[src/rtl/fpwr_pkg.sv]
`timescale 1ns/1ps
package fpwr_pkg;

   typedef enum logic [2:0] {
      SM_HIGH   = 3'd0,
      SM_MED    = 3'd1,
      SM_SLEEP  = 3'd2,
      SM_SUBACT = 3'd3,
      SM_SUBSLP = 3'd4,
      SM_WATCH  = 3'd5,
      SM_SWSTBY = 3'd6,
      SM_HWSTBY = 3'd7
   } sysmode_e;

   typedef enum logic [2:0] {
      FS_STBY   = 3'd0,
      FS_PDN    = 3'd1,
      FS_RO     = 3'd2,
      FS_RW     = 3'd3,
      FS_SETTLE = 3'd4
   } fstate_e;

   function automatic logic fs_full(input fstate_e s);
      return (s == FS_RW) || (s == FS_RO);
   endfunction

   function automatic logic fs_readable(input fstate_e s);
      return (s == FS_RW) || (s == FS_RO) || (s == FS_PDN);
   endfunction

endpackage

[src/rtl/fpwr_tgt_dec.sv]
`timescale 1ns/1ps
module fpwr_tgt_dec
   import fpwr_pkg::*;
(
   input  logic [2:0] mode_i,
   input  logic       fullpwr_bit_i,
   output fstate_e    tgt_o
);

   always_comb begin
      case (sysmode_e'(mode_i))
         SM_HIGH, SM_MED, SM_SLEEP: tgt_o = FS_RW;
         SM_SUBACT, SM_SUBSLP:      tgt_o = fullpwr_bit_i ? FS_RO : FS_PDN;
         default:                   tgt_o = FS_STBY;
      endcase
   end

endmodule

[src/rtl/fpwr_settle_tmr.sv]
`timescale 1ns/1ps
module fpwr_settle_tmr #(
   parameter int SEL_W     = 3,
   parameter int WAIT_BASE = 64,
   parameter int CLK_MHZ   = 125,
   parameter int MIN_US    = 20
) (
   input  logic             clk,
   input  logic             arst_n,
   input  logic             load_i,
   input  logic             run_i,
   input  logic [SEL_W-1:0] sel_i,
   output logic             zero_o,
   output logic             short_o
);

   localparam int CNT_W   = $clog2(WAIT_BASE) + (1 << SEL_W);
   localparam int MIN_CYC = CLK_MHZ * MIN_US;

   logic [CNT_W-1:0] cnt_q;
   logic             short_q;

   function automatic logic [CNT_W-1:0] preset(input logic [SEL_W-1:0] s);
      return CNT_W'(WAIT_BASE) << s;
   endfunction

   always_ff @(posedge clk or negedge arst_n) begin
      if (!arst_n) begin
         cnt_q   <= '0;
         short_q <= 1'b0;
      end else if (load_i) begin
         cnt_q   <= preset(sel_i) - CNT_W'(1);
         short_q <= (32'(preset(sel_i)) < 32'(MIN_CYC));
      end else if (run_i && (cnt_q != '0)) begin
         cnt_q   <= cnt_q - CNT_W'(1);
      end
   end

   assign zero_o  = (cnt_q == '0);
   assign short_o = short_q;

endmodule

[src/rtl/fpwr_regbank.sv]
`timescale 1ns/1ps
module fpwr_regbank #(
   parameter int NREG    = 6,
   parameter int DATA_W  = 8,
   parameter int ADDR_W  = 3,
   parameter int PWR_IDX = 5,
   parameter int PWR_BIT = 0
) (
   input  logic              clk,
   input  logic              rst_n,
   input  logic              arst_n,
   input  logic              block_i,
   input  logic              req_i,
   input  logic              we_i,
   input  logic [ADDR_W-1:0] addr_i,
   input  logic [DATA_W-1:0] wdata_i,
   output logic [DATA_W-1:0] rdata_o,
   output logic              fullpwr_bit_o
);

   logic [DATA_W-1:0] regs [NREG];
   logic              wr_ok;

   assign wr_ok = req_i && we_i && !block_i;

   for (genvar i = 0; i < NREG; i++) begin : g_reg
      logic              sel;
      logic [DATA_W-1:0] q;
      assign sel = wr_ok && (addr_i == ADDR_W'(i));
      if (i == PWR_IDX) begin : g_pwr
         always_ff @(posedge clk or negedge arst_n) begin
            if (!arst_n)  q <= '0;
            else if (sel) q <= wdata_i;
         end
      end else begin : g_plain
         always_ff @(posedge clk or negedge rst_n) begin
            if (!rst_n)   q <= '0;
            else if (sel) q <= wdata_i;
         end
      end
      assign regs[i] = q;
   end

   always_comb begin
      rdata_o = '0;
      if (req_i && !we_i && !block_i) begin
         for (int i = 0; i < NREG; i++) begin
            if (addr_i == ADDR_W'(i)) rdata_o = regs[i];
         end
      end
   end

   assign fullpwr_bit_o = regs[PWR_IDX][PWR_BIT];

endmodule

[src/rtl/fpwr_seq_ctrl.sv]
`timescale 1ns/1ps
module fpwr_seq_ctrl
   import fpwr_pkg::*;
#(
   parameter int SEL_W     = 3,
   parameter int WAIT_BASE = 64,
   parameter int CLK_MHZ   = 125,
   parameter int MIN_US    = 20,
   parameter int NREG      = 6,
   parameter int DATA_W    = 8,
   parameter int ADDR_W    = 3,
   parameter int PWR_IDX   = 5,
   parameter int PWR_BIT   = 0
) (
   input  logic              clk,
   input  logic              rst_n,
   input  logic              hw_stby_n,
   input  logic [2:0]        sys_mode,
   input  logic [SEL_W-1:0]  wait_sel,
   input  logic              reg_req,
   input  logic              reg_we,
   input  logic [ADDR_W-1:0] reg_addr,
   input  logic [DATA_W-1:0] reg_wdata,
   output logic [DATA_W-1:0] reg_rdata,
   output logic              rd_en,
   output logic              wr_en,
   output logic              pwr_main,
   output logic              pwr_keep,
   output logic              ready,
   output logic              reg_block,
   output logic              wait_err
);

   localparam int MIN_CYC = CLK_MHZ * MIN_US;
   localparam int MAX_CYC = WAIT_BASE << ((1 << SEL_W) - 1);

   if (NREG > (1 << ADDR_W)) begin : g_chk_addr
      $error("fpwr_seq_ctrl: NREG does not fit the address width");
   end
   if (PWR_IDX >= NREG) begin : g_chk_idx
      $error("fpwr_seq_ctrl: power register index out of range");
   end
   if (PWR_BIT >= DATA_W) begin : g_chk_bit
      $error("fpwr_seq_ctrl: enable bit position out of range");
   end
   if (MAX_CYC < MIN_CYC) begin : g_chk_wait
      $error("fpwr_seq_ctrl: no wait setting reaches the minimum settle time");
   end

   logic       arst_n;
   fstate_e    state_q, settle_tgt_q, tgt;
   logic [2:0] mode_q;
   logic       fullpwr_bit, tmr_zero, tmr_short;
   logic       restart, tmr_load, tmr_run;

   assign arst_n = rst_n & hw_stby_n;

   fpwr_tgt_dec u_dec (
      .mode_i        (sys_mode),
      .fullpwr_bit_i (fullpwr_bit),
      .tgt_o         (tgt)
   );

   assign restart  = (sys_mode != mode_q) || (tgt != settle_tgt_q);
   assign tmr_run  = (state_q == FS_SETTLE);
   assign tmr_load = fs_full(tgt) &&
                     (((state_q == FS_PDN) || (state_q == FS_STBY)) ||
                      ((state_q == FS_SETTLE) && restart));

   fpwr_settle_tmr #(
      .SEL_W     (SEL_W),
      .WAIT_BASE (WAIT_BASE),
      .CLK_MHZ   (CLK_MHZ),
      .MIN_US    (MIN_US)
   ) u_tmr (
      .clk     (clk),
      .arst_n  (arst_n),
      .load_i  (tmr_load),
      .run_i   (tmr_run),
      .sel_i   (wait_sel),
      .zero_o  (tmr_zero),
      .short_o (tmr_short)
   );

   always_ff @(posedge clk or negedge arst_n) begin
      if (!arst_n) begin
         state_q      <= FS_STBY;
         settle_tgt_q <= FS_RW;
         mode_q       <= '0;
      end else begin
         mode_q <= sys_mode;
         case (state_q)
            FS_RW, FS_RO: state_q <= tgt;
            FS_PDN, FS_STBY: begin
               if (fs_full(tgt)) begin
                  state_q      <= FS_SETTLE;
                  settle_tgt_q <= tgt;
               end else begin
                  state_q <= tgt;
               end
            end
            FS_SETTLE: begin
               if (!fs_full(tgt))  state_q      <= tgt;
               else if (restart)   settle_tgt_q <= tgt;
               else if (tmr_zero)  state_q      <= settle_tgt_q;
            end
            default: state_q <= FS_STBY;
         endcase
      end
   end

   assign rd_en     = hw_stby_n && fs_readable(state_q) && fs_readable(tgt);
   assign wr_en     = hw_stby_n && (state_q == FS_RW) && (tgt == FS_RW);
   assign pwr_main  = fs_full(state_q) || (state_q == FS_SETTLE);
   assign pwr_keep  = (state_q != FS_STBY);
   assign ready     = fs_full(state_q);
   assign reg_block = !ready;
   assign wait_err  = (state_q == FS_SETTLE) && tmr_short;

   fpwr_regbank #(
      .NREG    (NREG),
      .DATA_W  (DATA_W),
      .ADDR_W  (ADDR_W),
      .PWR_IDX (PWR_IDX),
      .PWR_BIT (PWR_BIT)
   ) u_regs (
      .clk           (clk),
      .rst_n         (rst_n),
      .arst_n        (arst_n),
      .block_i       (reg_block),
      .req_i         (reg_req),
      .we_i          (reg_we),
      .addr_i        (reg_addr),
      .wdata_i       (reg_wdata),
      .rdata_o       (reg_rdata),
      .fullpwr_bit_o (fullpwr_bit)
   );

endmodule

[config.mk]
export PLATFORM = sky130hd
export DESIGN_NAME = fpwr_seq_ctrl
export DESIGN_NICKNAME = d
export VERILOG_FILES = /design/src/rtl/fpwr_pkg.sv /design/src/rtl/fpwr_tgt_dec.sv /design/src/rtl/fpwr_settle_tmr.sv /design/src/rtl/fpwr_regbank.sv /design/src/rtl/fpwr_seq_ctrl.sv
export SDC_FILE = /design/constraint.sdc
export NUM_CORES = 1
export LEC_CHECK = 0
export ABC_AREA = 1
export BUFFER_PORTS_ARGS = -buffer_cell sky130_fd_sc_hd__buf_2
export CORE_UTILIZATION = 35
export CTS_CLUSTER_DIAMETER = 30
export CTS_CLUSTER_SIZE = 24
export DETAILED_ROUTE_END_ITERATION = 7
export PLACE_DENSITY = 0.48
export SLEW_MARGIN = 30
export SYNTH_ARGS = -nofsm -noshare
export SYNTH_HDL_FRONTEND = slang
export SYNTH_SLANG_ARGS = --single-unit
[constraint.sdc]
create_clock -name clk -period 2.5 [get_ports clk]
set_input_delay 0.5 -clock clk [delete_from_list [all_inputs] [get_ports clk]]
set_output_delay 0.5 -clock clk [all_outputs]
set_load 0.02 [all_outputs]
==> results of run 1 <==
synthesized netlist by cell type, types with 4 or more instances:
library cell | n | area [sq um]
nand2_1 | 112 | 420
dfrtp_1 | 69 | 1730
o21ai_0 | 54 | 270
inv_1 | 39 | 146
nor2_1 | 30 | 113
nand2_2 | 19 | 119
nand3_1 | 18 | 90.1
a21oi_1 | 14 | 70.1
a22oi_1 | 14 | 105
nor3_1 | 10 | 50.1
a311oi_1 | 7 | 61.3
clkbuf_1 | 7 | 26.3
nand2_4 | 5 | 56.3
xnor2_1 | 5 | 43.8
nor3_2 | 4 | 40.0
o21ai_1 | 4 | 20.0
o21ai_2 | 4 | 35.0
how the worst max path moves through the flow:
stage                      from         endpoint  slack, ps
global placement    sys_mode[0]  u_tmr.cnt_q[12]        160
finish              reg_addr[2]     reg_rdata[3]        210
detailed placement  sys_mode[0]  u_tmr.cnt_q[12]         80
global route         state_q[1]  u_tmr.cnt_q[12]         80
CTS                  state_q[1]     reg_rdata[5]       -0.8
floorplan           reg_addr[1]     reg_rdata[0]         50
layer usage:
layer	up-vias	track usage [%]	wire length (um)
met5	-	0	0
met1	1382	21.1	4040
met4	0	4.08	73
li1	1573	-	-
met2	37	28.7	4110
met3	7	4.07	249
registers in the layout, indices dropped and copies added (netlist names):
signal	cells
mode_q	3
settle_tgt_q	2
state_q	3
u_regs.g.q	48
u_tmr.cnt_q	14
u_tmr.short_o	1
layout make-up:
| type | instances | area [sq um] | share of cell area [%] |
|---|---|---|---|
| Sequential cell | 71 | 1780 | 41.5 |
| Clock buffer | 9 | 124 | 2.89 |
| Inverter | 42 | 158 | 3.67 |
| Tap cell | 136 | 170 | 3.97 |
| Multi-Input combinational cell | 321 | 1680 | 39.2 |
| Timing Repair Buffer | 50 | 285 | 6.65 |
| Clock inverter | 6 | 93.8 | 2.19 |
per-stage QoR:
step | utilization, % | setup WS, ps | total power, mW | std cells | hold slack, ps
after floorplan | - | 51.5 | 2.04 | 444 | 204
after global placement | 39.6 | 159 | 2.24 | 618 | 467
after detailed placement | 39.6 | 78.5 | 2.24 | 618 | 474
after CTS | 41.7 | -0.839 | 3.29 | 633 | 291
after global routing | 41.9 | 77.9 | 3.47 | 635 | 296
final | 41.9 | 209 | 3.24 | 635 | 290
power groups by stage:
stage	sequential [mW]	combinational, mW	clock [mW]
2_1_floorplan	1.41	0.626	0
3_3_place_gp	1.44	0.797	0
3_5_place_dp	1.44	0.798	0
4_1_cts	1.42	0.801	1.06
5_1_grt	1.44	0.914	1.11
6_report	1.42	0.790	1.03
kinds of logic after synthesis:
family / after synthesis / share of synthesized area (%)
and+or+nand+nor: 212 / 27.4
AOI/OAI and AO/OA: 100 / 15.9
DFF: 71 / 48.4
buffers and inverters: 52 / 5.93
xor gates and xnor gates: 8 / 1.91
adders and majority gates: 1 / 0.341
what timing repair did:
item	CTS	global route
setup buffers	0	2
pin swaps	0	1
endpoints found under the setup margin	1	6
resized for setup	0	1
placed cells by master (no fill, tap or decap):
| master | n |
|---|---|
| a21oi_1 | 14 |
| a22oi_1 | 14 |
| a311oi_1 | 6 |
| a311oi_2 | 1 |
| a32oi_1 | 1 |
| buf_2 | 36 |
| buf_4 | 14 |
| bufinv_16 | 2 |
| clkbuf_8 | 9 |
| clkinv_4 | 1 |
| clkinvlp_4 | 1 |
| dfrtp_1 | 69 |
| dfstp_2 | 2 |
| ha_1 | 1 |
| inv_1 | 39 |
| inv_2 | 3 |
| inv_6 | 2 |
| nand2_1 | 112 |
| nand2_2 | 19 |
| nand2_4 | 5 |
| nand3_1 | 18 |
| nand3_2 | 1 |
| nand3_4 | 1 |
| nand3b_1 | 1 |
| nand4_1 | 3 |
| nor2_1 | 30 |
| nor2_2 | 2 |
| nor2_4 | 3 |
| nor3_1 | 10 |
| nor3_2 | 4 |
| nor4_1 | 1 |
| o21ai_0 | 54 |
| o21ai_1 | 4 |
| o21ai_2 | 4 |
| o21bai_1 | 1 |
| o31ai_1 | 1 |
| or2_2 | 2 |
| xnor2_1 | 5 |
| xor2_1 | 3 |
worst max-delay path, delay by kind of cell:
| family | cells | cell delay [ps] |
|---|---|---|
| AO/OA/AOI/OAI | 2 | 460 |
| AND/OR/NAND/NOR | 2 | 180 |
| buffers and inverters | 4 | 640 |
==> key figures, run 1 <==
Status
  • Outcome: complete, no violations

Global routing
  • Global-route usage over all layers: 16.8%
  • Largest net degree at the start of global routing: 41
  • Global route overflow: 0
  • First-pass GRT wire length: 14.6 mm
  • Initial antenna violation count: 0
  • Vias in the first global route: 2963

Floorplanning
  • Row count: 37
  • Top-level I/O count: 37
  • Die ar.: 0.0109 sq mm
  • Initial core utilization: 35.9%
  • Floorplan Core Area: 0.0102 sq mm
  • Die Y: 104 um
  • Die width: 104 um

Pwr
  • Max IR drop VDD: 0.314 mV
  • Sw frac: 33.4%
  • P_sw: 1.08 mW
  • Combinational Power Share: 24.4%
  • Sequential power share: 43.8%
  • PD cells: 755 mW/mm^2
  • Int Power: 2.16 mW
  • Clk network pwr share: 31.8%
  • Static Leak: 2.08 nW

Detailed routing
  • Drt total wl: 8.47 mm
  • DR pass1 iterations: 4
  • Vias post-DR: 2999
  • Routed WL per cell: 13.3 um
  • Starting DRT DRC Count: 139
  • Via density: 4.72
  • Antenna Nets Post-Route: 0
  • # DRC: 0

Cells and area
  • Nets: 518
  • Finished Cell Area: 0.00429 sq mm
  • Ant diodes: 0
  • Fillcell total: 1082
  • Share of cells above drive strength 1: 22.4%
  • Area growth, synth to finish: 16.9%

Clock network
  • CTS H-tree depth: 3
  • Post-cts hold buffer count: 0
  • CTS tree: built
  • Root buffer cell: clkbuf_8
  • Worst-path clk slew: 80 ps
  • Skew-Pair Late Insertion Delay: 350 ps
  • CTS Buffer Depth: 2
  • CTS buffer count: 9
  • Clk sinks: 71

STA
  • Fin crit share: 91.6%
  • Max-slew headroom: 64.6%
  • Final Max Tran Viols: 0
  • Final Hold Viols: 0
  • Crit path time final: 2290 ps
  • RSZ-0062 raised after global routing: no
  • Setup Skew: 12.7 ps
  • Setup_tns: 0 ps
  • Final count of negative-setup-slack endpoints: 0
  • Actual transition at the worst max-transition pin: 531 ps
  • Fmax: 0.437 GHz

Flow run
  • Max Cap Viol: 0

Critical path
  • RR Endpoint: u_tmr.cnt_q[8]
  • CP Cell Sequence: buf_2 -> inv_1 -> nand2_1 -> nor2_1 -> buf_4 -> a22oi_1 -> a311oi_1 -> buf_2
  • Most used cell, CP: buf_2
  • CP max stage cell: a311oi_1
  • WP data arrival: 1790 ps
  • Flop2flop setup slack: 320 ps
  • Crit end category: primary output
  • Crit path max fanout: 9
  • Critical path required time: 2000 ps
  • Crit Path Category: input port to primary output
  • RR Startpoint: state_q[1]
  • Startpoint types: input port
  • Max stage delay on crit path: 350 ps
  • Worst r2r path cells: 11

Placement
  • DP HPWL: 6.41 mm
  • Port buffer count: 36
  • Post-Place Cell Area: 0.00405 sq mm
  • GPL Wtd Cong: 0.835

Logic synthesis
  • Top FF cell, synth: dfrtp_1
  • Synthesized net count: 467
  • Cell area after synthesis: 0.00367 sq mm
  • Synth unique cells: 35
  • Sequential area share after synthesis: 48.4%
  • Mean post-synth cell area: 8.27 sq um
  • Ys async rst share: 100%
  • #FFs+latches synth: 71
  • Synth Instances: 444
  • Ys Warns: 0
  • EDFF count, synth: 0

Min path
  • Worst Hold Class: input port to async pin
(Power assumes the default switching activity.)
==> run 2: changes to the inputs <==
==> constraint.sdc (replaced) <==
create_clock -name clk -period 2.6 [get_ports clk]
set_input_delay 0.52 -clock clk [delete_from_list [all_inputs] [get_ports clk]]
set_output_delay 0.52 -clock clk [all_outputs]
set_load 0.02 [all_outputs]
==> key figures, run 2 (synthesized netlist as in run 1, its figures left out) <==
Cells and area
  • Largest Register: u_regs.g.q
  • Finished Core Util: 41.9% (-0.073 points)
  • Most frequent cells in the layout: nand2_1 (112), dfrtp_1 (69), o21ai_0 (54), inv_1 (39), buf_2 (36)
  • Biggest regs: u_regs.g.q: 48 flops, u_tmr.cnt_q: 14 flops
  • Share of cells above drive strength 1: 22.1% (-0.36 points)
  • Nets: 516 (-0.39%)
  • Commonest non-fill, non-tap cell in the layout: nand2_1
  • Area growth, synth to finish: 16.7%
  • Max FFs per register: 48 (unchanged)
  • Ant diodes: 0 (unchanged)
  • Finished Cell Area: 0.00428 sq mm (-0.17%)

Floorplanning
  • Die Y: 104 um (unchanged)
  • Row count: 37 (unchanged)
  • Floorplan Core Area: 0.0102 sq mm (unchanged)
  • Initial core utilization: 35.9% (unchanged)
  • Die width: 104 um (unchanged)
  • Die ar.: 0.0109 sq mm (unchanged)
  • Top-level I/O count: 37 (unchanged)

Detailed routing
  • Vias post-DR: 3028 (+0.97%)
  • # DRC: 0 (unchanged)
  • Via density: 4.78 (+1.1%)
  • Drt total wl: 8.60 mm (+1.5%)
  • Antenna Nets Post-Route: 0 (unchanged)
  • DR pass1 iterations: 5 (+1)
  • Routed WL per cell: 13.6 um (+1.7%)
  • Starting DRT DRC Count: 149 (+7.2%)

STA
  • Setup Skew: 12.0 ps (-0.635 ps)
  • Actual transition at the worst max-transition pin: 517 ps (-14.6 ps)
  • Crit path time final: 2380 ps
  • Setup_tns: 0 ps (unchanged)
  • RSZ-0062 raised after global routing: no
  • Max-slew headroom: 65.6% (+0.97 points)
  • Fmax: 0.420 GHz
  • Final count of negative-setup-slack endpoints: 0 (unchanged)
  • Final Max Tran Viols: 0 (unchanged)
  • Fin crit share: 91.5%
  • Final Hold Viols: 0 (unchanged)

Critical path
  • Flop2flop setup slack: 340 ps (+20 ps)
  • Crit path max fanout: 9 (unchanged)
  • Worst r2r path cells: 13 (+2)
  • Most used cell, CP: buf_2
  • RR Startpoint: state_q[1]
  • WP data arrival: 1860 ps (+70 ps)
  • Crit path from: reg_addr[2]
  • Startpoint types: input port
  • Crit path capture: reg_rdata[4]
  • Critical path required time: 2080 ps (+80 ps)
  • Crit Path Category: input port to primary output
  • Crit end category: primary output
  • RR Endpoint: u_tmr.cnt_q[12]
  • Max stage delay on crit path: 400 ps (+50 ps)
  • CP Cell Sequence: buf_2 -> inv_1 -> nand2_1 -> nor2_1 -> buf_4 -> a22oi_1 -> a311oi_1 -> buf_2
  • CP max stage cell: a311oi_1

Global routing
  • First-pass GRT wire length: 14.9 mm (+1.7%)
  • Vias in the first global route: 2990 (+0.91%)
  • Global route overflow: 0 (unchanged)
  • Global-route usage over all layers: 17.1% (+0.34 points)
  • Largest net degree at the start of global routing: 41 (unchanged)
  • Initial antenna violation count: 0 (unchanged)

Clock network
  • Worst-path clk slew: 80 ps (about the same)
  • CTS tree: built
  • Post-cts hold buffer count: 0 (unchanged)
  • CTS H-tree depth: 3 (unchanged)
  • Root buffer cell: clkbuf_8
  • Post-CTS setup buffers: 0 (unchanged)
  • Post-cts sizing count: 0 (unchanged)
  • Clk sinks: 71 (unchanged)
  • Skew-Pair Late Insertion Delay: 340 ps (about the same)
  • CTS Buffer Depth: 2 (unchanged)
  • CTS buffer count: 9 (unchanged)

Min path
  • Worst Hold Class: input port to async pin

Status
  • Outcome: complete, no violations

Flow run
  • Max Cap Viol: 0 (unchanged)

Pwr
  • PD cells: 736 mW/mm^2 (-2.6%)
  • Static Leak: 2.08 nW (-0.18%)
  • Max IR drop VDD: 0.516 mV (+64%)

Placement
  • DP HPWL: 6.49 mm (+1.2%)
  • GPL Wtd Cong: 0.800 (-4.1%)
  • Post-Place Cell Area: 0.00405 sq mm (-0.19%)
  • Port buffer count: 36 (unchanged)
[run 2: changes by cell type in the layout (fill, tap and decap cells not counted)]
cell        before  now
clkinv_2         0    1
a311oi_2         1    0
clkinv_4         1    0
clkinvlp_4       1    2
buf_4           14   12
a311oi_1         6    7
inv_6            2    0
clkbuf_8         9   11
[run 2: how the worst min path moves through the flow]
stage	from	to	slack (ps)	depth (start not counted)
2_1_floorplan	rst_n	u_regs.g_reg[0].q[0]	220	0
3_3_place_gp	u_regs.g_reg[3].q[4]	u_regs.g_reg[3].q[4]	470	2
3_5_place_dp	u_regs.g_reg[3].q[0]	u_regs.g_reg[3].q[0]	470	2
4_1_cts	hw_stby_n	state_q[1]	190	3
5_1_grt	hw_stby_n	state_q[0]	220	3
6_report	hw_stby_n	state_q[1]	190	3
[run 2: layer usage]
metal / track usage [%] / up-vias / part of all wire (%) / wire length, um
met5: 0 / - / 0 / 0
met1: 22.1 / 1409 / 46 / 3980
met3: 3.76 / 6 / 2.8 / 238
met4: 4.29 / 0 / 0.72 / 62
li1: - / 1565 / - / -
met2: 28.8 / 48 / 50 / 4310
[run 2: layout make-up]
cell class | instances | area, sq um
timing repair buffer | 48 | 270
clock inverter | 5 | 80.1
clock buffer | 11 | 151
fill | 1055 | 5950
tap | 136 | 170
sequential | 71 | 1780
inverter | 42 | 158
multi-input combinational | 321 | 1680
[run 2: critical path, delay by kind of cell]
family / cells / cell delay, ps
AOI/OAI and AO/OA: 2 / 510
buffers and inverters: 4 / 650
and+or+nand+nor: 2 / 180
[run 2: power breakdown]
group,switching (mW),total [mW],internal (mW)
registers,0.112,1.37,1.26
clock network,0.425,1.02,0.591
logic,0.494,0.765,0.270
total,1.03,3.15,2.12
[run 2: stage by stage]
step	total power, mW	hold slack (ps)	std cells	setup WS (ps)
2_1_floorplan	1.96	224	444	111
3_3_place_gp	2.16	467	617	170
3_5_place_dp	2.16	474	617	121
4_1_cts	3.19	186	633	68.8
5_1_grt	3.37	224	634	138
6_report	3.15	191	634	220
==> run 3: changes to the inputs <==
--- a/config.mk
+++ b/config.mk
@@ -7,11 +7,12 @@
 export LEC_CHECK = 0
 export ABC_AREA = 1
 export BUFFER_PORTS_ARGS = -buffer_cell sky130_fd_sc_hd__buf_2
-export CORE_UTILIZATION = 35
+export CORE_ASPECT_RATIO = 0.9
+export CORE_UTILIZATION = 59
 export CTS_CLUSTER_DIAMETER = 30
 export CTS_CLUSTER_SIZE = 24
 export DETAILED_ROUTE_END_ITERATION = 7
-export PLACE_DENSITY = 0.48
+export PLACE_DENSITY = 0.76
 export SLEW_MARGIN = 30
 export SYNTH_ARGS = -nofsm -noshare
 export SYNTH_HDL_FRONTEND = slang
==> key figures, run 3 (synthesized netlist as in run 1, its figures left out) <==
Status
  • Outcome: complete, no violations

Global routing
  • Largest net degree at the start of global routing: 41 (unchanged)
  • Initial antenna violation count: 0 (unchanged)
  • Global-route usage over all layers: 27.9% (+11 points)
  • Vias in the first global route: 2954 (-1.2%)
  • First-pass GRT wire length: 14.1 mm (-5.6%)
  • Global route overflow: 0 (unchanged)

STA
  • RSZ-0062 raised after global routing: no
  • Fin crit share: 94.8% (+3.3 points)
  • Final Worst Setup Slack: 134 ps (-85.9 ps)
  • Final Hold Viols: 0 (unchanged)
  • Final Max Tran Viols: 0 (unchanged)
  • Crit path time final: 2470 ps (+85.9 ps)
  • Setup Skew: 7.27 ps (-4.77 ps)
  • Fmax: 0.406 GHz (-3.5%)
  • Actual transition at the worst max-transition pin: 569 ps (+52.3 ps)
  • Final count of negative-setup-slack endpoints: 0 (unchanged)
  • Setup_tns: 0 ps (unchanged)
  • Max-slew headroom: 62.0% (-3.6 points)

Placement
  • Pre-CTS setup slack: 119 ps (-2.91 ps)
  • DP HPWL: 5.77 mm (-11%)
  • Post-Place Cell Area: 0.00398 sq mm (-1.7%)
  • GPL Wtd Cong: 0.860 (+7.5%)
  • Port buffer count: 36 (unchanged)

Min path
  • Worst Hold Class: input port to async pin

Clock network
  • Post-cts hold buffer count: 0 (unchanged)
  • CTS Buffer Depth: 2 (unchanged)
  • Skew-Pair Late Insertion Delay: 350 ps (about the same)
  • Root buffer cell: clkbuf_8
  • CTS buffer count: 9 (unchanged)
  • CTS tree: built
  • CTS H-tree depth: 3 (unchanged)
  • Post-cts sizing count: 0 (unchanged)
  • Worst-path clk slew: 80 ps (about the same)
  • Clk sinks: 71 (unchanged)

Floorplanning
  • Die ar.: 0.00654 sq mm (-40%)
  • Row count: 26 (-30%)
  • Initial core utilization: 63.1% (+27 points)
  • Top-level I/O count: 37 (unchanged)
  • Floorplan Core Area: 0.00582 sq mm (-43%)
  • Die Y: 76.8 um (-26%)
  • Die width: 85.2 um (-18%)

Cells and area
  • Nets: 516 (unchanged)
  • Multi-input logic area: 0.00168 sq mm (unchanged)
  • Fillcell total: 466 (-56%)
  • Area growth, synth to finish: 15.1%
  • Share of cells above drive strength 1: 22.1% (unchanged)
  • Most frequent cells in the layout: nand2_1 (112), dfrtp_1 (69), o21ai_0 (54), inv_1 (39), buf_2 (36)
  • Max FFs per register: 48 (unchanged)
  • Finished Cell Area: 0.00423 sq mm (-1.3%)
  • Biggest regs: u_regs.g.q: 48 flops, u_tmr.cnt_q: 14 flops
  • Total area of sequential cells: 0.00178 sq mm (unchanged)
  • Ant diodes: 0 (unchanged)
  • Largest Register: u_regs.g.q
  • Commonest non-fill, non-tap cell in the layout: nand2_1

Critical path
  • WP data arrival: 1950 ps (+90 ps)
  • Max stage delay on crit path: 390 ps (about the same)
  • Kind of cell adding the most delay to the critical path: buffers and inverters
  • CP Cell Sequence: inv_1 -> nor2_1 -> nand3b_1 -> buf_4 -> a311oi_1 -> buf_2
  • RR Startpoint: state_q[1]
  • Worst r2r path cells: 11 (-2)
  • Crit Path Category: flip-flop to primary output
  • Startpoint types: flip-flop
  • Crit path max fanout: 8 (-1)
  • Crit end category: primary output
  • RR Endpoint: u_tmr.cnt_q[8]
  • Critical path required time: 2080 ps (about the same)
  • Buf/Inv on CP: 3 (-1)
  • CP max stage cell: a311oi_1
  • Flop2flop setup slack: 250 ps (-90 ps)

Detailed routing
  • Vias post-DR: 3228 (+6.6%)
  • DR pass1 iterations: 6 (+1)
  • Starting DRT DRC Count: 321 (+120%)
  • Via density: 5.68 (+19%)
  • Drt total wl: 8.44 mm (-1.8%)
  • # DRC: 0 (unchanged)
  • Antenna Nets Post-Route: 0 (unchanged)
  • Routed WL per cell: 14.9 um (+9.6%)

Pwr
  • PD cells: 761 mW/mm^2 (+3.5%)
  • Static Leak: 2.10 nW (+0.84%)
  • Max IR drop VDD: 0.533 mV (+3.2%)
  • Pwr Total: 3.22 mW (+2.1%)

Flow run
  • Max Cap Viol: 0 (unchanged)
run 3: cell types whose count changed in the layout (fill, tap and decap cells not counted):
cell	before	now
buf_4	12	11
clkinvlp_4	2	0
bufinv_16	2	3
clkbuf_8	11	9
clkinv_4	0	3
buf_12	0	1
run 3: per-stage QoR:
| step | hold slack [ps] | std cells | util [%] |
|---|---|---|---|
| global placement | 467 | 551 | 68.3 |
| detailed placement | 474 | 551 | 68.3 |
| CTS | 271 | 568 | 72.6 |
| floorplan | 224 | 444 | - |
| finish | 252 | 568 | 72.6 |
| global route | 290 | 568 | 72.6 |
run 3: area by class of cell:
cell class / count / share of cell area (%)
Inverter: 42 / 3.73
Multi-Input combinational cell: 321 / 39.6
Sequential cell: 71 / 42.1
Clock inverter: 7 / 2.87
Tap cell: 70 / 2.07
Timing Repair Buffer: 48 / 6.69
Clock buffer: 9 / 2.93
run 3: how the worst max path moves through the flow:
stage | from | to | slack (ps) | depth (start not counted)
final | state_q[1] | reg_rdata[0] | 130 | 6
after global routing | state_q[1] | u_tmr.cnt_q[12] | 70 | 13
after CTS | state_q[1] | reg_rdata[0] | 210 | 6
after detailed placement | sys_mode[0] | u_tmr.cnt_q[12] | 120 | 16
after global placement | sys_mode[0] | u_tmr.cnt_q[12] | 200 | 18
after floorplan | reg_addr[1] | reg_rdata[0] | 110 | 5
run 3: repair_timing:
| item | 4_1_cts | 5_1_grt |
|---|---|---|
| hold endpoints to repair | 0 | 0 |
| setup buffers | 1 | 0 |
| setup endpoints to repair | 1 | 0 |
run 3: routing by layer:
metal | share of wire [%] | up-vias | track usage, %
li1 | - | 1566 | -
met1 | 48 | 1520 | 41.7
met2 | 42 | 131 | 39.2
met3 | 9.3 | 11 | 8.50
met4 | 1.3 | 0 | 7.46
met5 | 0 | - | 0
run 3: power by group:
part	total (mW)	leakage, nW	switching, mW	internal [mW]
logic	0.780	1.03	0.503	0.277
registers	1.37	0.946	0.113	1.26
clock network	1.07	0.123	0.428	0.640
